==> src/rtl/gsa_pkg.sv <==
package gsa_pkg;

  localparam int PINS  = 14;
  localparam int GATES = 6;

  typedef enum logic [2:0] {
    LY_NONE, LY_QUAD, LY_QNOR, LY_HEX, LY_TRI, LY_DUAL, LY_OCT
  } layout_e;

  typedef enum logic [1:0] {FN_AND, FN_OR, FN_XOR} gfn_e;

  typedef struct packed {
    layout_e lay;
    gfn_e    fn;
    logic    inv;
  } sock_cfg_t;

endpackage

==> src/rtl/gsa_code_reg.sv <==
module gsa_code_reg #(
  parameter int N_SOCK = 4,
  parameter int CODE_W = 5,
  parameter logic [CODE_W-1:0] RST_CODE = '1
) (
  input  logic                     clk,
  input  logic                     rst_n,
  input  logic [N_SOCK*CODE_W-1:0] code_in,
  output logic [N_SOCK*CODE_W-1:0] code_q
);

  for (genvar s = 0; s < N_SOCK; s++) begin : g_slot
    logic              ld;
    logic [CODE_W-1:0] nxt;
    logic [CODE_W-1:0] cur;

    always_comb begin
      nxt = code_in[s*CODE_W +: CODE_W];
      ld  = (nxt != cur);
    end

    always_ff @(posedge clk or negedge rst_n) begin
      if (!rst_n) begin
        cur <= RST_CODE;
      end else if (ld) begin
        cur <= nxt;
      end
    end

    assign code_q[s*CODE_W +: CODE_W] = cur;
  end

endmodule

==> src/rtl/gsa_code_decode.sv <==
module gsa_code_decode
  import gsa_pkg::*;
#(
  parameter int CODE_W = 5
) (
  input  logic [CODE_W-1:0] code,
  output sock_cfg_t         cfg
);

  logic known;
  assign known = (code[CODE_W-1:4] == '0);

  always_comb begin
    cfg = '{LY_NONE, FN_AND, 1'b0};
    if (known) begin
      case (code[3:0])
        4'd0:  cfg = '{LY_QUAD, FN_AND, 1'b1};
        4'd1:  cfg = '{LY_QNOR, FN_OR,  1'b1};
        4'd2:  cfg = '{LY_HEX,  FN_AND, 1'b1};
        4'd3:  cfg = '{LY_TRI,  FN_AND, 1'b1};
        4'd4:  cfg = '{LY_QUAD, FN_AND, 1'b0};
        4'd5:  cfg = '{LY_DUAL, FN_AND, 1'b1};
        4'd6:  cfg = '{LY_OCT,  FN_AND, 1'b1};
        4'd7:  cfg = '{LY_QUAD, FN_OR,  1'b0};
        4'd8:  cfg = '{LY_QUAD, FN_XOR, 1'b0};
        4'd9:  cfg = '{LY_QUAD, FN_XOR, 1'b1};
        4'd10: cfg = '{LY_HEX,  FN_AND, 1'b0};
        4'd11: cfg = '{LY_TRI,  FN_AND, 1'b0};
        4'd12: cfg = '{LY_TRI,  FN_OR,  1'b1};
        4'd13: cfg = '{LY_TRI,  FN_OR,  1'b0};
        4'd14: cfg = '{LY_DUAL, FN_AND, 1'b0};
        default: cfg = '{LY_DUAL, FN_OR, 1'b1};
      endcase
    end
  end

endmodule

==> src/rtl/gsa_socket.sv <==
module gsa_socket
  import gsa_pkg::*;
(
  input  sock_cfg_t        cfg,
  input  logic [PINS-1:0]  pin_in,
  output logic [PINS-1:0]  pin_out,
  output logic [PINS-1:0]  pin_drv,
  output logic [GATES-1:0] gate_q
);

  logic [PINS-1:0] gmask [GATES];
  logic [3:0]      gidx  [GATES];
  logic [GATES-1:0] gon;

  function automatic logic [PINS-1:0] pb(input int p);
    return PINS'(1) << (p - 1);
  endfunction

  function automatic logic [3:0] ix(input int p);
    return 4'(p - 1);
  endfunction

  always_comb begin
    for (int g = 0; g < GATES; g++) begin
      gmask[g] = '0;
      gidx[g]  = '0;
    end
    case (cfg.lay)
      LY_QUAD: begin
        gmask[0] = pb(1) | pb(2);   gidx[0] = ix(3);
        gmask[1] = pb(4) | pb(5);   gidx[1] = ix(6);
        gmask[2] = pb(9) | pb(10);  gidx[2] = ix(8);
        gmask[3] = pb(12) | pb(13); gidx[3] = ix(11);
      end
      LY_QNOR: begin
        gmask[0] = pb(2) | pb(3);   gidx[0] = ix(1);
        gmask[1] = pb(5) | pb(6);   gidx[1] = ix(4);
        gmask[2] = pb(8) | pb(9);   gidx[2] = ix(10);
        gmask[3] = pb(11) | pb(12); gidx[3] = ix(13);
      end
      LY_HEX: begin
        gmask[0] = pb(1);  gidx[0] = ix(2);
        gmask[1] = pb(3);  gidx[1] = ix(4);
        gmask[2] = pb(5);  gidx[2] = ix(6);
        gmask[3] = pb(9);  gidx[3] = ix(8);
        gmask[4] = pb(11); gidx[4] = ix(10);
        gmask[5] = pb(13); gidx[5] = ix(12);
      end
      LY_TRI: begin
        gmask[0] = pb(1) | pb(2) | pb(13);  gidx[0] = ix(12);
        gmask[1] = pb(3) | pb(4) | pb(5);   gidx[1] = ix(6);
        gmask[2] = pb(9) | pb(10) | pb(11); gidx[2] = ix(8);
      end
      LY_DUAL: begin
        gmask[0] = pb(1) | pb(2) | pb(4) | pb(5);    gidx[0] = ix(6);
        gmask[1] = pb(9) | pb(10) | pb(12) | pb(13); gidx[1] = ix(8);
      end
      LY_OCT: begin
        gmask[0] = pb(1) | pb(2) | pb(3) | pb(4) | pb(5) | pb(6)
                 | pb(11) | pb(12);
        gidx[0]  = ix(8);
      end
      default: ;
    endcase
  end

  for (genvar g = 0; g < GATES; g++) begin : g_gate
    logic r;
    always_comb begin
      case (cfg.fn)
        FN_AND:  r = &(pin_in | ~gmask[g]);
        FN_OR:   r = |(pin_in & gmask[g]);
        default: r = ^(pin_in & gmask[g]);
      endcase
    end
    assign gon[g]    = |gmask[g];
    assign gate_q[g] = gon[g] & (r ^ cfg.inv);
  end

  always_comb begin
    pin_out = '0;
    pin_drv = '0;
    for (int g = 0; g < GATES; g++) begin
      if (gon[g]) begin
        pin_out[gidx[g]] = gate_q[g];
        pin_drv[gidx[g]] = 1'b1;
      end
    end
  end

endmodule

==> src/rtl/gate_socket_array.sv <==
module gate_socket_array
  import gsa_pkg::*;
#(
  parameter int N_SOCK = 4,
  parameter int CODE_W = 5,
  parameter int N_LED  = 32
) (
  input  logic                     clk,
  input  logic                     rst_n,
  input  logic [N_SOCK*CODE_W-1:0] sock_code,
  input  logic [N_SOCK*PINS-1:0]   pin_in,
  output logic [N_SOCK*PINS-1:0]   pin_out,
  output logic [N_SOCK*PINS-1:0]   pin_drv,
  output logic [N_LED-1:0]         led
);

  localparam int LED_PER = N_LED / N_SOCK;
  localparam logic [CODE_W-1:0] EMPTY_CODE = CODE_W'(1) << (CODE_W - 1);

  logic [1:0] rst_pipe;
  logic       rst_sync_n;

  always_ff @(posedge clk or negedge rst_n) begin
    if (!rst_n) begin
      rst_pipe <= 2'b00;
    end else begin
      rst_pipe <= {rst_pipe[0], 1'b1};
    end
  end
  assign rst_sync_n = rst_pipe[1];

  logic [N_SOCK*CODE_W-1:0] code_q;

  gsa_code_reg #(
    .N_SOCK   (N_SOCK),
    .CODE_W   (CODE_W),
    .RST_CODE (EMPTY_CODE)
  ) u_code_reg (
    .clk     (clk),
    .rst_n   (rst_sync_n),
    .code_in (sock_code),
    .code_q  (code_q)
  );

  for (genvar s = 0; s < N_SOCK; s++) begin : g_sock
    sock_cfg_t        cfg;
    logic [GATES-1:0] gq;

    gsa_code_decode #(.CODE_W(CODE_W)) u_dec (
      .code (code_q[s*CODE_W +: CODE_W]),
      .cfg  (cfg)
    );

    gsa_socket u_sock (
      .cfg     (cfg),
      .pin_in  (pin_in[s*PINS +: PINS]),
      .pin_out (pin_out[s*PINS +: PINS]),
      .pin_drv (pin_drv[s*PINS +: PINS]),
      .gate_q  (gq)
    );

    assign led[s*LED_PER +: LED_PER] = LED_PER'(gq);
  end

endmodule

==> config.mk <==
export PLATFORM = sky130hd
export DESIGN_NAME = gate_socket_array
export DESIGN_NICKNAME = d
export VERILOG_FILES = /design/src/rtl/gsa_pkg.sv /design/src/rtl/gsa_code_reg.sv /design/src/rtl/gsa_code_decode.sv /design/src/rtl/gsa_socket.sv /design/src/rtl/gate_socket_array.sv
export SDC_FILE = /design/constraint.sdc
export NUM_CORES = 1
export LEC_CHECK = 0
export BUFFER_PORTS_ARGS = -buffer_cell sky130_fd_sc_hd__buf_4
export CORE_ASPECT_RATIO = 1.2
export CORE_MARGIN = 5
export CORE_UTILIZATION = 50
export DETAILED_ROUTE_END_ITERATION = 16
export PLACE_DENSITY = 0.89
export SLEW_MARGIN = 25
export SYNTH_ARGS = -nofsm -noshare
export SYNTH_HDL_FRONTEND = slang
export SYNTH_SLANG_ARGS = --single-unit
==> constraint.sdc <==
create_clock -name clk -period 5.3 [get_ports clk]
set_input_delay 0.265 -clock clk [delete_from_list [all_inputs] [get_ports clk]]
set_output_delay 0.265 -clock clk [all_outputs]
set_load 0.1 [all_outputs]
# Yosys cells after proc, flatten, opt, wreduce, memory -nomap -nowiden
# Memories as Yosys holds them, arrays and structs flattened.
# Index checks and enable logic that the tools add are counted.
[totals]
elab_cells = 549
n_memories = 4
output_inout_bits = 144
regBits = 22
inputBits = 78
romBits = 384
[mem_list]
columns = ["memory", "depth", "width", "read_ports", "rd_ports_with_merged_regs", "write_ports", "line", "text"]
rows = [
  ["(no name shown)", 16, 6, 1, 0, 0, "gsa_code_decode.sv:16", "case (code[3:0])"],
  ["(no name shown)", 16, 6, 1, 0, 0, "gsa_code_decode.sv:16", ""],
  ["(no name shown)", 16, 6, 1, 0, 0, "gsa_code_decode.sv:16", ""],
  ["(no name shown)", 16, 6, 1, 0, 0, "gsa_code_decode.sv:16", ""],
]
[classes]
order_cmp = 48
reduce_logical = 132
muxes = 184
eq_ne = 32
n_bitwise = 144
[ops]
columns = ["op", "count"]
rows = [
  ["14-bit 2-to-1 mux", 48],
  ["14-bit OR reduction", 48],
  ["14-bit OR", 44],
  ["14-bit AND reduction", 24],
  ["14-bit XOR reduction", 24],
  ["13-bit one-hot mux with 6 select lines", 4],
  ["14-bit bitwise mux", 20],
  ["13-bit one-hot mux with 5 select lines", 4],
  ["11-bit one-hot mux with 4 select lines", 4],
  ["14-bit by 13-bit bitwise AND with 14-bit output", 12],
  ["13-bit inverter with 14-bit output", 12],
  ["13-bit one-hot mux with 3 select lines", 4],
  ["14-bit by 11-bit bitwise AND with 14-bit output", 8],
  ["14-bit bitwise AND", 8],
  ["11-bit inverter with 14-bit output", 8],
  ["4-bit by 5-bit less-than comparator with 1-bit output, second input constant", 20],
  ["25-bit 2-to-1 mux", 4],
  ["1-bit demux with 4-bit select", 24],
  ["4-bit one-hot mux with 3 select lines", 8],
  ["4-bit by 1-bit greater-or-equal comparator with 1-bit output, second input constant", 20],
  ["4-bit one-hot mux with 5 select lines", 4],
  ["14-bit inverter", 4],
  ["1-bit one-hot mux with 2 select lines", 24],
  ["3-bit == test, second input constant", 12],
  ["other kinds (15)", 148],
]

# Logic depth before layout (Yosys ltp)
# Gate-level depths: netlist of run 1.
# An unclocked memory read counts as a cell.
[logic_depth]
ltp_word = 22
ltp_mapped = 20
mapped_depth_nobuf = 18

# Hierarchy
# Synthesis of run 1 repeated with hierarchy kept, for this count alone.
[hier_totals]
cells_unflattened = 919
area_unflattened_um2 = 6672.6
[modules_own_cells]
columns = ["module", "seq_area_each_um2", "cells_each", "area_per_inst_um2", "instances"]
rows = [
  ["gsa_socket at g_sock[3].u_sock", 0.0, 206, 1440.1, 1],
  ["gsa_socket at g_sock[0].u_sock", 0.0, 180, 1203.7, 1],
  ["gsa_socket at g_sock[2].u_sock", 0.0, 178, 1202.4, 1],
  ["gsa_socket at g_sock[1].u_sock", 0.0, 182, 1198.6, 1],
  ["gsa_code_decode at g_sock[0].u_dec ...", 0.0, 30, 232.7, 3],
  ["gsa_code_reg", 505.5, 40, 580.6, 1],
  ["gsa_code_decode at g_sock[1].u_dec", 0.0, 31, 231.5, 1],
  ["gate_socket_array", 50.0, 12, 117.6, 1],
]

# Worst setup path before layout of run 1
# OpenSTA, ideal clock, no wires.
[synth_timing]
kind = "reg2out"
from = "register u_code_reg.g_slot[3].cur[1]"
to = "output port led[24]"
required_ns = 5.035
arrival_time_ns = 7.796
path_buffers = 1
path_stages_with_launch = 18
path_slack_ns = -2.761
cell_sequence = "dfrtp_1 -> inv_1 -> ha_1 -> nor3b_1 -> or2_2 -> clkbuf_1 -> a21oi_1 -> o21ai_0 -> nand2_1 -> ha_1 -> xnor2_1 -> xnor2_1 -> nor2_1 -> a211o_1 -> a21oi_1 -> or3_1 -> nand2_1 -> a221oi_1"
[synth_via]
elab_chain_len = 10
word_cells_on_any_way = 21
classes_between = "eq/ne (7); mux (3); bitwise (5); reduce/logical (5); memory (1)"
[synth_lines]
columns = ["element", "line", "text"]
rows = [
  ["start, declared", "gsa_code_reg.sv:15", "logic [CODE_W-1:0] cur;"],
  ["start signal, assigned", "gsa_code_reg.sv:26", "cur <= nxt;"],
  ["memory 16 x 6 bit *", "n/a", ""],
  ["6-bit 2-to-1 mux *", "gsa_code_decode.sv:15", "if (known) begin"],
  ["3-bit == test (tied with other cells)", "gsa_socket.sv:28", "case (cfg.lay)"],
  ["13-bit one-hot mux with 6 select lines", "gsa_socket.sv:28", ""],
  ["13-bit inverter with 14-bit output", "gsa_socket.sv:71", "FN_AND: r = &(pin_in | ~gmask[g]);"],
  ["14-bit OR", "gsa_socket.sv:71", ""],
  ["14-bit AND reduction", "gsa_socket.sv:71", ""],
  ["1-bit one-hot mux with 2 select lines", "gsa_socket.sv:70", "case (cfg.fn)"],
  ["1-bit XOR", "gsa_socket.sv:77", "assign gate_q[g] = gon[g] & (r ^ cfg.inv);"],
  ["1-bit bitwise AND *", "gsa_socket.sv:77", ""],
  ["end, declared", "gate_socket_array.sv:14", "output logic [N_LED-1:0] led"],
]
# Every way passes the cells marked *; elsewhere a longest branch is shown, timed or not.

# Worst setup path in the final report of run 1
[layout_timing]
from = "register u_code_reg.g_slot[3].cur[1]"
to = "output port led[25]"
[layout_via]
elab_chain_len = 10
word_cells_on_any_way = 20
classes_between = "eq/ne (6); mux (3); bitwise (5); reduce/logical (5); memory (1)"
[layout_lines]
columns = ["element", "line"]
rows = [
  ["memory 16 x 6 bit *", "n/a"],
  ["6-bit 2-to-1 mux *", "gsa_code_decode.sv:15"],
  ["3-bit == test (tied with other cells)", "gsa_socket.sv:28"],
  ["13-bit one-hot mux with 5 select lines", "gsa_socket.sv:28"],
  ["13-bit inverter with 14-bit output", "gsa_socket.sv:71"],
  ["14-bit OR", "gsa_socket.sv:71"],
  ["14-bit AND reduction", "gsa_socket.sv:71"],
  ["1-bit one-hot mux with 2 select lines", "gsa_socket.sv:70"],
  ["1-bit XOR", "gsa_socket.sv:77"],
  ["1-bit bitwise AND *", "gsa_socket.sv:77"],
]
# Marked as above.

==> flow_metrics.env, run 1 <==
export IMPL_cp_required_ps=5040
export IMPL_placed_area_um2=8430
export IMPL_drc_errors=0
export IMPL_p_per_area_nw_per_um2=232
export IMPL_insertion_delay_ps=260
export IMPL_syn_area_um2=6910
export IMPL_crit_path_max_incr_delay_ps=520
export IMPL_cp_max_fo=9
export IMPL_fmax_mhz=194
export IMPL_p_leak_nw=3.78
export IMPL_synth_most_common_cell="nand2_1"
export IMPL_slew_headroom_pct=30.6
export IMPL_cts_buffers=3
export IMPL_grtUsageTotal_pct=24.8
export IMPL_outcome="completed"
export IMPL_vias=8108
export IMPL_drv_cap=0
export IMPL_ys_ff_latch=22
export IMPL_antenna_cells=0
export IMPL_worst_pin_slew_ps=1030
export IMPL_critical_path_cell_chain="inv_1 -> ha_1 -> or4b_4 -> o211a_1 -> a211oi_4 -> buf_4 -> nand2_1 -> ha_1 -> xnor2_1 -> xnor2_1 -> nor4b_1 -> mux2_2 -> or4_4 -> o211a_1 -> a31oi_2 -> buf_4"
export IMPL_synth_ff_type="dfrtp_1"
export IMPL_yosysTopAreaCell="ha_1"
export IMPL_grt_overflow_total=0
export IMPL_place_ws_ps=386
export IMPL_fin_nets=1268
export IMPL_initial_core_util_pct=50.4
export IMPL_slowest_stage="or4b_4"
export IMPL_htree_levels=1
export IMPL_layout_setup_ws_ps=155
export IMPL_ioPinCount=222
export IMPL_hold_viol_final=0
export IMPL_synth_edff_count=0
export IMPL_antenna_left=0
export IMPL_syn_avg_cell_area_um2=6.92
export IMPL_startpoint_type="flop"
export IMPL_fp_dieArea_um2=16300
export IMPL_clk_pin_slew_worst_paths_ps=60
export IMPL_slew_violations=0
export IMPL_synth_top_area_share_pct=10.9
export IMPL_antenna_found_initial=0
export IMPL_crit_family="simple AND/OR/NAND/NOR gates"
export IMPL_die_w_um=117
export IMPL_power_mw=2.00
export IMPL_cp_arrival_ps=4880
export IMPL_ir_worst_vdd_uv=194
export IMPL_drive_gt1_share_pct=29.0
export IMPL_cts_sinks=22
export IMPL_worst_setup_path_end_kind="primary output"
export IMPL_placementRows=47
export IMPL_coreArea_um2=13700
export IMPL_ys_seq_area_share_pct=8.04
export IMPL_place_gp_congestion=0.990
export IMPL_grt_max_degree=26
export IMPL_wire_per_inst_um=16.8
export IMPL_hold_path_class="primary input to flop"
export IMPL_yosys_warnings=0
export IMPL_syn2layout_area_growth_pct=24.9
export IMPL_synth_area_leaders="ha_1, nand2_1, dfrtp_1, nor2_1, xnor2_1"
export IMPL_place_hpwl_um=17600
export IMPL_die_h_um=139
export IMPL_finalCritPeriodShare_pct=97.1
export IMPL_post_route_min_period_ps=5150
export IMPL_drtIter0Drc=688
export IMPL_cts_buffer_depth=2
export IMPL_grt_pass1_wl_um=35800
export IMPL_crit_buf_inv=3
export IMPL_skew_ps=2.17
export IMPL_wirelength_um=21900
export IMPL_syn_instance_count=999
export IMPL_root_buffer="clkbuf_16"
export IMPL_setup_viol=0
export IMPL_ys_types=91
export IMPL_synth_common_cells="nand2_1, nor2_1, ha_1, inv_1, clkbuf_1"
export IMPL_portBuffers=173
export IMPL_via_per_inst=6.24
export IMPL_final_area_um2=8630
export IMPL_tritoncts="yes"
export IMPL_drtPass1Iterations=6
export IMPL_async_flop_share_pct=100
export IMPL_critical_path_class="flop to primary output"
export IMPL_grt_pass1_vias=7577
[cells in the final DEF (no fill, tap or decap), types with 8 or more instances in the layout]
cell / count
nand2_1: 118
or3_1: 14
nor2_2: 11
mux2i_1: 8
xor2_1: 17
a21o_1: 10
nand3_1: 21
dfrtp_1: 16
a21oi_1: 30
conb_1: 41
nand2b_1: 14
nand4_1: 15
xnor2_1: 38
nor3_1: 25
nor2_1: 85
ha_1: 59
nor2b_1: 14
a21oi_2: 8
a211oi_1: 15
nor4b_1: 8
inv_1: 43
o21ai_0: 38
o31ai_1: 9
nor4_1: 10
or2_2: 8
o211ai_1: 10
buf_4: 201
a31oi_1: 14
[logic make-up (layout without fill, tap and decap cells)]
family | count (synthesis) | count (layout) | synth area share, %
xor gates and xnor gates | 57 | 57 | 7.22
other | 2 | 41 | 0.109
buffers and inverters | 167 | 258 | 12.1
AOI/OAI and AO/OA | 269 | 269 | 28.5
adders and majority gates | 60 | 60 | 10.9
DFF | 22 | 22 | 8.04
muxes | 18 | 18 | 3.10
and+or+nand+nor | 404 | 404 | 30.1
[power breakdown]
| part | total (mW) | internal (mW) | switching [mW] |
|---|---|---|---|
| logic | 1.57 | 0.423 | 1.15 |
| clock network | 0.217 | 0.150 | 0.0669 |
| registers | 0.211 | 0.178 | 0.0332 |
[flip-flops by register name (all words and copies together), names as in the netlist]
signal and flops:
rst_pipe 2, u_code_reg.g_slot.cur 20
[through the flow]
step                      util (%)  TNS, ps  hold WS, ps  instances
final                         63.0        0          105       1300
after global routing          63.0    -11.9         94.4       1300
after CTS                     62.3        0          102       1295
after detailed placement      61.5        0         49.6       1290
after global placement        61.5        0         49.1       1290
after floorplan                  -    -1210        -30.6       1038
[worst paths after layout]
check                      cells past startpoint                                 endpoint  slack [ps]                                     from
setup / recovery                              16                                  led[25]         150  u_code_reg.g_slot[3].cur[1]$_DFFE_PN0P_
min in group asynchronous                      2                    rst_pipe[0]$_DFF_PN0_         310                                    rst_n
hold / removal                                 1  u_code_reg.g_slot[2].cur[4]$_DFFE_PN1P_         100                            sock_code[14]
max in group asynchronous                      0  u_code_reg.g_slot[3].cur[1]$_DFFE_PN0P_        4400                    rst_pipe[1]$_DFF_PN0_
setup reg to reg                               0  u_code_reg.g_slot[3].cur[1]$_DFFE_PN0P_        4400                    rst_pipe[1]$_DFF_PN0_
hold reg to reg                                0  u_code_reg.g_slot[2].cur[3]$_DFFE_PN0P_         340                    rst_pipe[1]$_DFF_PN0_
[metal layers]
layer / wire, µm / up-vias / GRT usage, %
li1: - / 3798 / -
met1: 8160 / 3682 / 29.6
met2: 10600 / 537 / 43.4
met3: 2240 / 91 / 4.73
met4: 820 / 0 / 9.96
met5: 0 / - / 0
[area by class of cell]
class                   instances  area [µm²]
well taps                     171         214
multi-input cells             849        6010
fillers                      1213        5070
repair buffers                202        1520
flip-flops and latches         22         558
clock buffers                   3        75.1
inverters                      52         226
clock inverters                 1        30.0
[timing repair]
item / CTS / global route
hold buffers: 1 / 0
endpoints found under the hold margin: 2 / 0
resized for setup: 0 / 11
setup endpoints to repair: 0 / 18
buffers inserted: 0 / 5
(Power assumes the default switching activity.)
==> inputs of run 2 (changes only) <==
--- a/config.mk
+++ b/config.mk
@@ -9,7 +9,9 @@
 export CORE_ASPECT_RATIO = 1.2
 export CORE_MARGIN = 5
 export CORE_UTILIZATION = 50
+export CTS_BUF_LIST = sky130_fd_sc_hd__clkbuf_4
 export DETAILED_ROUTE_END_ITERATION = 16
+export GPL_TIMING_DRIVEN = 1
 export PLACE_DENSITY = 0.89
 export SLEW_MARGIN = 25
 export SYNTH_ARGS = -nofsm -noshare
==> run 2 against run 1 <==
Sequential power about the same. Core utilization decreased by 0.18 points. Sequential cell count unchanged. Die area unchanged. Combinational power about the same. Total power decreased by 4.0%. Non-clock buffer count increased by 1. First-iteration DRC count increased by 16%. Critical path depth unchanged. Count of clock-buffer cells in the layout unchanged. Via count increased by 0.49%. Largest cell class unchanged. Largest power group unchanged.
==> flow_metrics.env, run 2 (same netlist as run 1, synthesis figures left out) <==
export IMPL_outcome="completed"
export IMPL_initial_core_util_pct=50.4
export IMPL_coreArea_um2=13700
export IMPL_vias=8148
export IMPL_drv_cap=0
export IMPL_place_inst=1290
export IMPL_worst_setup_path_end_kind="primary output"
export IMPL_worst_pin_slew_ps=1030
export IMPL_htree_levels=1
export IMPL_placementRows=47
export IMPL_slew_headroom_pct=31.0
export IMPL_root_buffer="clkbuf_4"
export IMPL_fin_nets=1269
export IMPL_die_w_um=117
export IMPL_cp_required_ps=5040
export IMPL_tritoncts="yes"
export IMPL_fp_dieArea_um2=16300
export IMPL_ir_worst_vdd_uv=193
export IMPL_finalCritPeriodShare_pct=97.2
export IMPL_regArea_um2=559
export IMPL_clk_pin_slew_worst_paths_ps=140
export IMPL_route_met2_wl_um=10700
export IMPL_timing_rr_start="rst_pipe[1]$_DFF_PN0_"
export IMPL_wl_met1_um=8310
export IMPL_portBuffers=173
export IMPL_top_layer="met4"
export IMPL_fmax_mhz=194
export IMPL_hold_path_class="primary input to flop"
export IMPL_startpoint_type="flop"
export IMPL_drtIter0Drc=800
export IMPL_cp_arrival_ps=4890
export IMPL_antenna_found_initial=0
export IMPL_place_hpwl_um=17600
export IMPL_whs_ps=34.0
export IMPL_p_leak_nw=3.77
export IMPL_grt_pass1_vias=7549
export IMPL_grtUsageTotal_pct=24.5
export IMPL_startpoint="u_code_reg.g_slot[3].cur[1]$_DFFE_PN0P_"
export IMPL_antenna_left=0
export IMPL_wire_per_inst_um=16.8
export IMPL_post_route_min_period_ps=5150
export IMPL_grt_pass1_wl_um=35700
export IMPL_drive_gt1_share_pct=29.4
export IMPL_drtPass1Iterations=6
export IMPL_skew_ps=3.44
export IMPL_place_gp_congestion=0.990
export IMPL_critical_path_class="flop to primary output"
export IMPL_top_regs="u_code_reg.g_slot.cur (20), rst_pipe (2)"
export IMPL_via_per_inst=6.26
export IMPL_power_mw=1.92
export IMPL_fillers=1218
export IMPL_grt_overflow_total=0
export IMPL_hold_viol_final=0
export IMPL_drc_errors=0
export IMPL_multiInputGateArea_um2=6020
export IMPL_final_common_cell="buf_4"
export IMPL_insertion_delay_ps=320
export IMPL_stdcell_count=1301
export IMPL_syn2layout_area_growth_pct=24.6
export IMPL_cts_buffers=3
export IMPL_regMostFlops="u_code_reg.g_slot.cur"
export IMPL_cts_buffer_depth=2
export IMPL_setup_viol=0
export IMPL_final_cell_mix="buf_4, nand2_1, nor2_1, ha_1, inv_1"
export IMPL_wirelength_um=21800
export IMPL_min_delay_start="sock_code[4]"
export IMPL_largest_reg_flops=20
export IMPL_ioPinCount=222
export IMPL_antenna_cells=0
export IMPL_p_per_area_nw_per_um2=223
export IMPL_dr_wl_met3_um=2050
export IMPL_slew_violations=0
export IMPL_cts_sinks=22
export IMPL_cp_max_fo=9
export IMPL_grt_max_degree=26
export IMPL_die_h_um=139
## run 2: area by class of cell
cell class | count | area share [%]
multi-input combinational | 849 | 70.0
timing repair buffer | 203 | 17.8
sequential | 22 | 6.50
inverter | 52 | 2.63
tap | 171 | 2.49
clock inverter | 1 | 0.349
clock buffer | 3 | 0.262
## run 2: worst max-delay path, stage by stage, from the launching register on
cell      delay [ps]
dfrtp_2          460
inv_1             80
ha_1             380
or4b_4           520
o211a_1          240
a211oi_4         330
buf_4            180
nand2_1           50
ha_1             300
xnor2_1          200
xnor2_1          150
nor4b_1          170
mux2_2           290
or4_4            510
o211a_1          270
a31oi_2          180
buf_6            250
## run 2: layer usage
metal / vias up / GRT usage [%]
met5: - / 0
met4: 0 / 8.74
met3: 92 / 4.41
met2: 502 / 43.3
met1: 3751 / 29.6
li1: 3803 / -
## run 2: through the flow
step	TNS [ps]	worst slack (ps)	util, %	instance area (µm²)
after floorplan	-1210	-414	-	7380
after global placement	0	454	61.5	8430
after detailed placement	0	386	61.5	8430
after CTS	0	67.2	62.0	8500
after global routing	-4.34	-4.34	62.8	8610
final	0	147	62.8	8610
## run 2: final timing paths
check | to | slack [ps] | cells past startpoint
max | led[25] | 150 | 16
min | u_code_reg.g_slot[0].cur[4]$_DFFE_PN1P_ | 30 | 1
max reg2reg | u_code_reg.g_slot[3].cur[1]$_DFFE_PN0P_ | 4390 | 0
min reg2reg | u_code_reg.g_slot[0].cur[3]$_DFFE_PN0P_ | 350 | 0
max in group asynchronous | u_code_reg.g_slot[3].cur[1]$_DFFE_PN0P_ | 4390 | 0
min in group asynchronous | rst_pipe[0]$_DFF_PN0_ | 230 | 2
## run 2: repair_timing
item,in CTS,in global routing
hold buffers,1,0
resized for setup,1,17
endpoints found under the setup margin,1,27
setup buffers,0,6
pin swaps,0,2
endpoints found under the hold margin,2,0
## run 2: power breakdown
| group | leakage, nW | internal, mW | switching [mW] |
|---|---|---|---|
| Sequential | 0.249 | 0.178 | 0.0333 |
| Combinational | 3.49 | 0.425 | 1.15 |
| Clock | 0.0279 | 0.0765 | 0.0581 |
| Total | 3.77 | 0.679 | 1.24 |
